File: src/rtl/codec_clkgen_pkg.sv
package codec_clkgen_pkg;

   // Role encoding: {clk_mode, mode_ms}
   typedef enum logic [1:0] {
      ROLE_EXT_SLAVE  = 2'b00,
      ROLE_EXT_MASTER = 2'b01,
      ROLE_XTL_SLAVE  = 2'b10,
      ROLE_XTL_MASTER = 2'b11
   } ckg_role_t;

   function automatic logic role_is_master(ckg_role_t r);
      return (r == ROLE_EXT_MASTER) || (r == ROLE_XTL_MASTER);
   endfunction

   function automatic logic role_uses_xtal(ckg_role_t r);
      return (r == ROLE_XTL_SLAVE) || (r == ROLE_XTL_MASTER);
   endfunction

endpackage

File: src/rtl/ckg_div_chain.sv
// Cascade of programmable divide-by-(ratio+1) stages on an enable pulse.
module ckg_div_chain #(
   parameter int N_STAGES = 2,
   parameter int STAGE_W  = 3
) (
   input  logic                        clk,
   input  logic                        rst_n,
   input  logic                        clr,
   input  logic                        src_en,
   input  logic [N_STAGES*STAGE_W-1:0] ratios_m1,
   output logic                        out_stb
);
   logic [N_STAGES:0] en_c;
   assign en_c[0] = src_en;

   for (genvar g = 0; g < N_STAGES; g++) begin : g_stage
      logic [STAGE_W-1:0] cnt;
      logic [STAGE_W-1:0] lim;
      assign lim = ratios_m1[g*STAGE_W +: STAGE_W];
      assign en_c[g+1] = en_c[g] && (cnt == lim);

      always_ff @(posedge clk or negedge rst_n) begin
         if (!rst_n)          cnt <= '0;
         else if (clr)        cnt <= '0;
         else if (en_c[g])    cnt <= (cnt == lim) ? '0 : cnt + 1'b1;
      end
   end

   assign out_stb = en_c[N_STAGES];
endmodule

File: src/rtl/ckg_frame_ctr.sv
// Frame bit counter: self-timed when master, aligned to host frame start when slave.
module ckg_frame_ctr #(
   parameter int CW = 8
) (
   input  logic          clk,
   input  logic          rst_n,
   input  logic          clr,
   input  logic          tick,
   input  logic          is_master,
   input  logic          fs_in,
   input  logic [CW-1:0] over_m1,
   output logic          fs_out,
   output logic          frame_err,
   output logic          valid_nxt,
   output logic [CW-1:0] idx_nxt
);
   logic [CW-1:0] idx;
   logic          valid;
   logic          fs_nxt, err_nxt;
   logic          at_end;

   assign at_end = (idx == over_m1);

   always_comb begin
      idx_nxt   = idx;
      valid_nxt = valid;
      fs_nxt    = 1'b0;
      err_nxt   = 1'b0;
      if (tick) begin
         if (is_master) begin
            if (!valid) begin
               valid_nxt = 1'b1;
               idx_nxt   = '0;
               fs_nxt    = 1'b1;
            end else begin
               idx_nxt = at_end ? '0 : idx + 1'b1;
               fs_nxt  = at_end;
            end
         end else if (fs_in) begin
            err_nxt   = valid && !at_end;
            idx_nxt   = '0;
            valid_nxt = 1'b1;
         end else if (valid) begin
            idx_nxt = at_end ? '0 : idx + 1'b1;
         end
      end
   end

   always_ff @(posedge clk or negedge rst_n) begin
      if (!rst_n) begin
         idx <= '0; valid <= 1'b0; fs_out <= 1'b0; frame_err <= 1'b0;
      end else if (clr) begin
         idx <= '0; valid <= 1'b0; fs_out <= 1'b0; frame_err <= 1'b0;
      end else begin
         idx       <= idx_nxt;
         valid     <= valid_nxt;
         fs_out    <= fs_nxt;
         frame_err <= err_nxt;
      end
   end
endmodule

File: src/rtl/ckg_slot_win.sv
// Timeslot window decode, refreshed on each bit strobe.
module ckg_slot_win #(
   parameter int CW        = 8,
   parameter int SLOT_BITS = 16
) (
   input  logic          clk,
   input  logic          rst_n,
   input  logic          clr,
   input  logic          tick,
   input  logic          valid_nxt,
   input  logic [CW-1:0] idx_nxt,
   input  logic          slot_sel,
   output logic          slot_active
);
   localparam logic [CW:0] SLOT_LEN = (CW+1)'(SLOT_BITS);

   logic [CW:0] lo, hi, pos;
   logic        in_win;

   assign lo     = slot_sel ? SLOT_LEN : '0;
   assign hi     = lo + SLOT_LEN;
   assign pos    = {1'b0, idx_nxt};
   assign in_win = valid_nxt && (pos >= lo) && (pos < hi);

   always_ff @(posedge clk or negedge rst_n) begin
      if (!rst_n)     slot_active <= 1'b0;
      else if (clr)   slot_active <= 1'b0;
      else if (tick)  slot_active <= in_win;
   end
endmodule

File: src/rtl/codec_clkgen.sv
module codec_clkgen
   import codec_clkgen_pkg::*;
#(
   parameter int STAGE_W   = 3,
   parameter int N_STAGES  = 2,
   parameter int OSEL_W    = 3,
   parameter int OVER_BASE = 32,
   parameter int OVER_STEP = 16,
   parameter int SLOT_BITS = 16
) (
   input  logic                        clk,
   input  logic                        rst_n,
   input  logic                        xtal_en,
   input  logic                        mclk_en,
   input  logic                        clk_mode,
   input  logic                        mode_ms,
   input  logic [N_STAGES*STAGE_W-1:0] ratio_cfg,
   input  logic [OSEL_W-1:0]           over_sel,
   input  logic                        fs_in,
   input  logic                        slot_sel,
   output logic                        bclk_stb,
   output logic                        fs_out,
   output logic                        frame_err,
   output logic                        slot_active
);
   localparam int OVER_MAX = OVER_BASE + OVER_STEP * ((1 << OSEL_W) - 1);
   localparam int CW       = $clog2(OVER_MAX);
   localparam int CFG_W    = 2 + N_STAGES*STAGE_W + OSEL_W;

   if (OVER_BASE < 2*SLOT_BITS) begin : g_chk_over
      $error("OVER_BASE must cover two timeslots");
   end
   if (N_STAGES < 1 || STAGE_W < 1) begin : g_chk_div
      $error("divider chain needs at least one stage of one bit");
   end
   if (OVER_STEP < 0) begin : g_chk_step
      $error("OVER_STEP must not be negative");
   end

   ckg_role_t      role;
   logic [CFG_W-1:0] cfg_now, cfg_q;
   logic           cfg_chg;
   logic           use_xtal, master;
   logic           chain_stb, tick;
   logic [CW-1:0]  over_m1;
   logic           valid_nxt;
   logic [CW-1:0]  idx_nxt;

   assign role     = ckg_role_t'({clk_mode, mode_ms});
   assign use_xtal = role_uses_xtal(role);
   assign master   = role_is_master(role);
   assign cfg_now  = {clk_mode, mode_ms, ratio_cfg, over_sel};
   assign cfg_chg  = (cfg_now != cfg_q);
   assign over_m1  = CW'(OVER_BASE - 1 + OVER_STEP * int'(over_sel));

   always_ff @(posedge clk or negedge rst_n) begin
      if (!rst_n) cfg_q <= '0;
      else        cfg_q <= cfg_now;
   end

   ckg_div_chain #(.N_STAGES(N_STAGES), .STAGE_W(STAGE_W)) u_div (
      .clk(clk), .rst_n(rst_n), .clr(cfg_chg),
      .src_en(xtal_en && use_xtal), .ratios_m1(ratio_cfg),
      .out_stb(chain_stb)
   );

   assign tick = use_xtal ? chain_stb : mclk_en;

   always_ff @(posedge clk or negedge rst_n) begin
      if (!rst_n)       bclk_stb <= 1'b0;
      else if (cfg_chg) bclk_stb <= 1'b0;
      else              bclk_stb <= tick;
   end

   ckg_frame_ctr #(.CW(CW)) u_frame (
      .clk(clk), .rst_n(rst_n), .clr(cfg_chg), .tick(tick && !cfg_chg),
      .is_master(master), .fs_in(fs_in), .over_m1(over_m1),
      .fs_out(fs_out), .frame_err(frame_err),
      .valid_nxt(valid_nxt), .idx_nxt(idx_nxt)
   );

   ckg_slot_win #(.CW(CW), .SLOT_BITS(SLOT_BITS)) u_slot (
      .clk(clk), .rst_n(rst_n), .clr(cfg_chg), .tick(tick),
      .valid_nxt(valid_nxt), .idx_nxt(idx_nxt), .slot_sel(slot_sel),
      .slot_active(slot_active)
   );
endmodule

File: config.mk
export PLATFORM = sky130hd
export DESIGN_NAME = codec_clkgen
export DESIGN_NICKNAME = d
export VERILOG_FILES = /design/src/rtl/codec_clkgen_pkg.sv /design/src/rtl/ckg_div_chain.sv /design/src/rtl/ckg_frame_ctr.sv /design/src/rtl/ckg_slot_win.sv /design/src/rtl/codec_clkgen.sv
export SDC_FILE = /design/constraint.sdc
export NUM_CORES = 1
export LEC_CHECK = 0
export BUFFER_PORTS_ARGS = -buffer_cell sky130_fd_sc_hd__buf_2
export CAP_MARGIN = 30
export CORE_MARGIN = 1
export CORE_UTILIZATION = 54
export CTS_BUF_LIST = sky130_fd_sc_hd__clkbuf_8
export CTS_CLUSTER_DIAMETER = 40
export DETAILED_ROUTE_END_ITERATION = 7
export PLACE_DENSITY = 0.84
export REMOVE_ABC_BUFFERS = 1
export SLEW_MARGIN = 5
export SYNTH_ARGS = -nofsm -noshare
export SYNTH_HDL_FRONTEND = slang
export SYNTH_HIERARCHICAL = 1
export SYNTH_SLANG_ARGS = --single-unit
export TNS_END_PERCENT = 100
File: constraint.sdc
create_clock -name clk -period 3 [get_ports clk]
set_input_delay 0.6 -clock clk [delete_from_list [all_inputs] [get_ports clk]]
set_output_delay 0.6 -clock clk [all_outputs]
set_load 0.03 [all_outputs]
Word-level counts from Yosys, hierarchy flattened
Index checks and enable logic that the tools add are counted.

storage, ports and cells
  word-level logic and storage cells = 67
  bits in registers = 30
  bits of input ports = 17
  output and inout port bits = 4

operators by class
  magnitude comparators = 2
  mux-type cells = 30
  reductions and logical operators = 14
  $add $sub $neg = 5
  equality and inequality tests = 7

operators by type and width
  kind                                            count
  2-to-1 mux 8 bit                                7
  2-to-1 mux 3 bit                                6
  2-to-1 mux 1 bit                                16
  inequality test 11 bit                          1
  adder 9 x 5 -> 9 bit (second input constant)    1
  >= comparator 8 x 9 -> 1 bit                    1
  < comparator 8 x 9 -> 1 bit                     1
  adder 5 x 7 -> 8 bit (first input constant)     1
  adder 8 x 1 -> 8 bit (second input constant)    1
  == test 8 bit                                   1
  logical AND 1 bit                               7
  adder 3 x 1 -> 3 bit (second input constant)    2
  == test 3 bit                                   2
  nonzero test 2 bit                              3
  2-to-1 mux 5 bit                                1
  == test 2 bit (second input constant)           2
  == test 2 x 1 -> 1 bit (second input constant)  1
  logical NOT 1 bit                               2
  logical OR 1 bit                                2

Depth between registers and ports, before layout
  word-level depth = 13
  depth in mapped cells = 14
  depth with buffers taken out = 14

By module
The synthesis kept the hierarchy.

by module, submodules not included
  module         area an instance (um2)  instances  seq. area each (um2)  cells an instance
  ckg_frame_ctr  706.9                   1          275.3                 81
  codec_clkgen   491.7                   1          300.3                 36
  ckg_div_chain  409.1                   1          150.1                 41
  ckg_slot_win   132.6                   1          25.0                  16

Worst setup path before layout
OpenSTA, ideal clock, no wires.

  path type = in2reg
  start = input xtal_en
  end = register u_slot.slot_active
  data arrival time = 2.620 ns
  required time = 2.924 ns
  cell stages on the path = 14
  buffers on the path = 0
  setup time = 0.076 ns
  slack = 0.304 ns
  cells stage by stage = and2_1 > nand4_2 > nor2_1 > mux2_2 > and4_1 > nand3_1 > a21oi_2 > o21ai_0 > nand2_1 > inv_1 > ha_1 > nor3_1 > a21oi_1 > o21ai_1

on the way
  longest elaborated chain between the ends = 11
  elaborated cells between the ends (all ways) = 14
  classes of those cells = order compare: 2; mux: 5; reduce/logical: 7

RTL lines
  item                              RTL line             source
  start: declaration                codec_clkgen.sv:13   input logic xtal_en,
  logical AND 1 bit *               codec_clkgen.sv:63   .src_en(xtal_en && use_xtal), .ratios_m1(ratio_cfg),
  logical AND 1 bit * (2 in a row)  ckg_div_chain.sv:20  assign en_c[g+1] = en_c[g] && (cnt == lim);
  named net chain_stb               codec_clkgen.sv:44   logic chain_stb, tick;
  2-to-1 mux 1 bit *                codec_clkgen.sv:67   assign tick = use_xtal ? chain_stb : mclk_en;
  named net tick                    codec_clkgen.sv:44
  logical AND 1 bit *               codec_clkgen.sv:76   .clk(clk), .rst_n(rst_n), .clr(cfg_chg), .tick(tick && !cfg_chg),
  2-to-1 mux 8 bit *                ckg_frame_ctr.sv:29  if (tick) begin
  named net idx_nxt[4]              codec_clkgen.sv:47   logic [CW-1:0] idx_nxt;
  >= comparator 8 x 9 -> 1 bit      ckg_slot_win.sv:23   assign in_win = valid_nxt && (pos >= lo) && (pos < hi);
  logical AND 1 bit                 ckg_slot_win.sv:23
  logical AND 1 bit *               ckg_slot_win.sv:23
  2-to-1 mux 1 bit *                ckg_slot_win.sv:28   else if (tick) slot_active <= in_win;
  2-to-1 mux 1 bit *                ckg_slot_win.sv:27   else if (clr) slot_active <= 1'b0;
  end signal: assignment            ckg_slot_win.sv:28
  end: declaration                  ckg_slot_win.sv:13   output logic slot_active

Mark *: on every way through the listed nets, which the timed path passes. The rest lies on a longest branch. The select of a mux whose other input is x is not followed.
A chain may end at the register's enable or synchronous reset.

Worst setup path after layout
  start = input ratio_cfg[5]
  end = register u_slot.slot_active

on the way
  longest elaborated chain between the ends = 10
  elaborated cells between the ends (all ways) = 15
  classes of those cells = order compare: 2; eq/ne: 2; mux: 5; reduce/logical: 6

RTL lines
  item                          RTL line             source
  start: declaration            codec_clkgen.sv:17   input logic [N_STAGES*STAGE_W-1:0] ratio_cfg,
  == test 3 bit *               ckg_div_chain.sv:20
  logical AND 1 bit *           ckg_div_chain.sv:20
  named net chain_stb           codec_clkgen.sv:44
  2-to-1 mux 1 bit *            codec_clkgen.sv:67
  named net tick                codec_clkgen.sv:44
  logical AND 1 bit *           codec_clkgen.sv:76
  2-to-1 mux 8 bit *            ckg_frame_ctr.sv:29
  named net idx_nxt[4]          codec_clkgen.sv:47
  >= comparator 8 x 9 -> 1 bit  ckg_slot_win.sv:23
  logical AND 1 bit             ckg_slot_win.sv:23
  logical AND 1 bit *           ckg_slot_win.sv:23
  2-to-1 mux 1 bit *            ckg_slot_win.sv:28
  2-to-1 mux 1 bit *            ckg_slot_win.sv:27

Marked as above.

==> impl_results.md <==
* Register area share after synthesis at 43.1%
* Layout Skew at 0.00892 ns
* Final worst path period share at 92.3%
* Hold slack at 0.336 ns
* Number of fill cells at 256
* Post-synth top area cell: dfrtp_1
* Most used cell along the critical path: nand3_1
* Via/cell ratio at 5.30
* Slew HR at 53.4%
* Finished Core Util at 66.4%
* Antenna fix cells at 0
* Asr flop ratio synth at 100%
* Gpl congestion at 0.937
* Gr ovfl total at 0
* Total iterations of the first detailed-routing run at 4
* Initial antenna violation count at 0
* GR Util met1 at 26.7%
* All-Layer GR Usage at 23.2%
* IO Port Bufs at 20
* Fraction of layout cells with a size suffix above 1 at 23.7%
* Largest net degree at the start of global routing at 31
* Reg clk slew, reported paths at 0.07 ns
* Cts bufs inserted at 5
* Top cell type's share of synthesized area at 43.1%
* Critical path type: input port to flip-flop
* Synth Register Bits at 30
* Critical path cell sequence: buf_2 > xnor2_1 > nand3_1 > nor2_1 > mux2_2 > and4_2 > nand3_1 > a21oi_2 > o21ai_0 > nand2_1 > inv_1 > ha_1 > nor3_1 > a21oi_1 > o21ai_1
* Longest Clk Path Bufs at 2
* Min-Delay Path Class: input port to asynchronous set/reset pin
* R2R Path End: u_slot/slot_active
* CORE AREA at 0.00305 mm2
* Slowest CP cell: and4_2
* RSZ-0062 raised after global routing: no
* Post-synth EDFFs at 0
* Residual DRC count at 0
* Synth area leaders: dfrtp_1, xor2_1, ha_1
* Root buffer cell: clkbuf_8
* Routed wire length at 3440 um
* Maxcap violations at 0
* Post-DRT Antenna Nets at 0
* Setup tns final at 0 ns
* Cells after Synth at 174
* Crit Path Max Fanout at 6
* Die Height at 58.8 um
* P_leak at 0.945 nW
* Max VDD drop at 0.226 mV
* Count leader, synth: dfrtp_1
* Reg2Reg Setup Slack at 0.27 ns
* Number of global-route vias before repair at 1,338
* Post-DP HPWL at 2600 um
* Worst-Margin Slew at 0.693 ns
* Die width at 58.8 um
* Pins Over Slew Limit at 0
* Final setup viols at 0
* Synth unique cells at 42
* Met2 GRT Util at 40.9%
* Busiest grt layer: met2
* First-pass GRT wire length at 5840 um
* PwrDens at 408 mW/mm2
* Num ports at 21
* Worst-skew pair later-pin latency at 0.29 ns
* CP arrival at 2.98 ns
* CP endpoint kind: flip-flop
* Post-Syn Area at 0.00174 mm2
* Layout area overhead at 16.4%
* CTS tree: yes
* Routed wire per std cell at 13.7 um
* Starting Density at 57.0%
* Site row count at 20
* DP Area at 0.00193 mm2
* Final net count at 230
* H-tree depth at 2
* Hold violation count in the final report at 0
* Worst reg2reg path startpoint: u_div/g_stage[1].cnt[2]
* Max frequency at 361 MHz
* Status: finished clean
* Critical Path RT at 3.21 ns
* Top post-synthesis cells by count: dfrtp_1, nand2_1, xor2_1, a21oi_1
* First-iteration detailed-routing DRC count at 67
* Syn_area_per_cell at 10.0 um2
* Tmin final at 2.77 ns
* FF-to-FF path depth at 14
* CP peak stage delay at 0.28 ns
* Num Clock Sinks at 30
* Fin area at 0.00203 mm2
* Die area at 0.00345 mm2
* Via count at 1,330
* Met3 Track Usage GR at 6.81%
* Yosys Warn Count at 6
* Prevailing post-synth register cell: dfrtp_1
* Crit start category: input port
==> per-stage QoR <==
step	power (W)	setup slack, ns	std cells
final	0.000826	0.231	251
after global routing	0.000858	0.0101	251
after CTS	0.000836	0.215	251
after detailed placement	0.000495	-0.0480	243
after global placement	0.000492	0.150	243
after floorplan	0.000460	0.304	175
==> timing repair <==
| action | CTS | global route |
|---|---|---|
| endpoints found under the setup margin | 0 | 1 |
| gates resized for setup | 0 | 1 |
| setup buffers | 0 | 0 |
| endpoints found under the hold margin | 0 | 0 |
| hold buffers | 0 | 0 |
==> layer usage <==
metal	share of wire (%)	wire length (um)
met1	44	1520
met4	0.70	24
met3	4.0	138
met5	0	0
met2	51	1760
==> placed cells by master (no fill, tap or decap), drive strengths merged, types with 3 or more instances in the layout <==
cell type / n
nor2b: 3
nor3: 3
o21ai: 8
nor4: 4
ha: 7
nor2: 8
xnor2: 6
conb: 4
nand2b: 5
nand2: 21
xor2: 20
inv: 6
dfrtp: 30
nand3: 8
nand3b: 3
and2: 5
buf: 24
clkbuf: 6
a21oi: 14
==> cell type report <==
class	count	area (um2)	area share, %
multi-input combinational	139	972	48.0
clock inverter	2	12.5	0.618
sequential	30	751	37.1
clock buffer	6	82.6	4.08
timing repair buffer	24	130	6.42
tap	44	55.1	2.72
inverter	6	22.5	1.11
==> report_power, final <==
| part | internal [W] | total [W] | switching [W] |
|---|---|---|---|
| Sequential | 0.000412 | 0.000415 | 0.00000312 |
| Clock | 0.000184 | 0.000338 | 0.000154 |
| Combinational | 0.0000292 | 0.0000724 | 0.0000432 |
==> cell families after synthesis <==
| group | share of synthesized area [%] |
|---|---|
| simple gates | 24.8 |
| flops | 43.1 |
| compound gates | 8.63 |
| buf+inv | 1.73 |
| other cells | 0.215 |
| mux | 2.08 |
| xor+xnor | 14.4 |
| fa+ha+maj | 5.03 |
==> flip-flops by register name, indices dropped and copies added (netlist names) <==
| name | flops |
|---|---|
| u_slot/slot_active | 1 |
| bclk_stb | 1 |
| u_frame/frame_err | 1 |
| u_frame/fs_out | 1 |
| u_div/g_stage.cnt | 6 |
| u_frame/idx | 8 |
| u_frame/valid | 1 |
| cfg_q | 11 |
==> worst max-delay path, delay by kind of cell <==
kind | cells | cell delay, ns
and+or+nand+nor | 6 | 0.95
AOI/OAI and AO/OA | 4 | 0.58
adders and majority gates | 1 | 0.27
xor gates and xnor gates | 1 | 0.21
buffers and inverters | 2 | 0.19
muxes | 1 | 0.17
==> worst max path at each step <==
| stage | startpoint | to | slack, ns | cells after the start |
|---|---|---|---|---|
| floorplan | xtal_en | u_slot/slot_active | 0.30 | 14 |
| global placement | ratio_cfg[3] | u_slot/slot_active | 0.15 | 15 |
| detailed placement | ratio_cfg[5] | u_slot/slot_active | -0.05 | 15 |
| CTS | ratio_cfg[5] | u_slot/slot_active | 0.21 | 15 |
| global route | ratio_cfg[5] | u_slot/slot_active | 0.01 | 15 |
| finish | ratio_cfg[5] | u_slot/slot_active | 0.23 | 15 |
No activity file was read; power rests on OpenSTA's default activity.
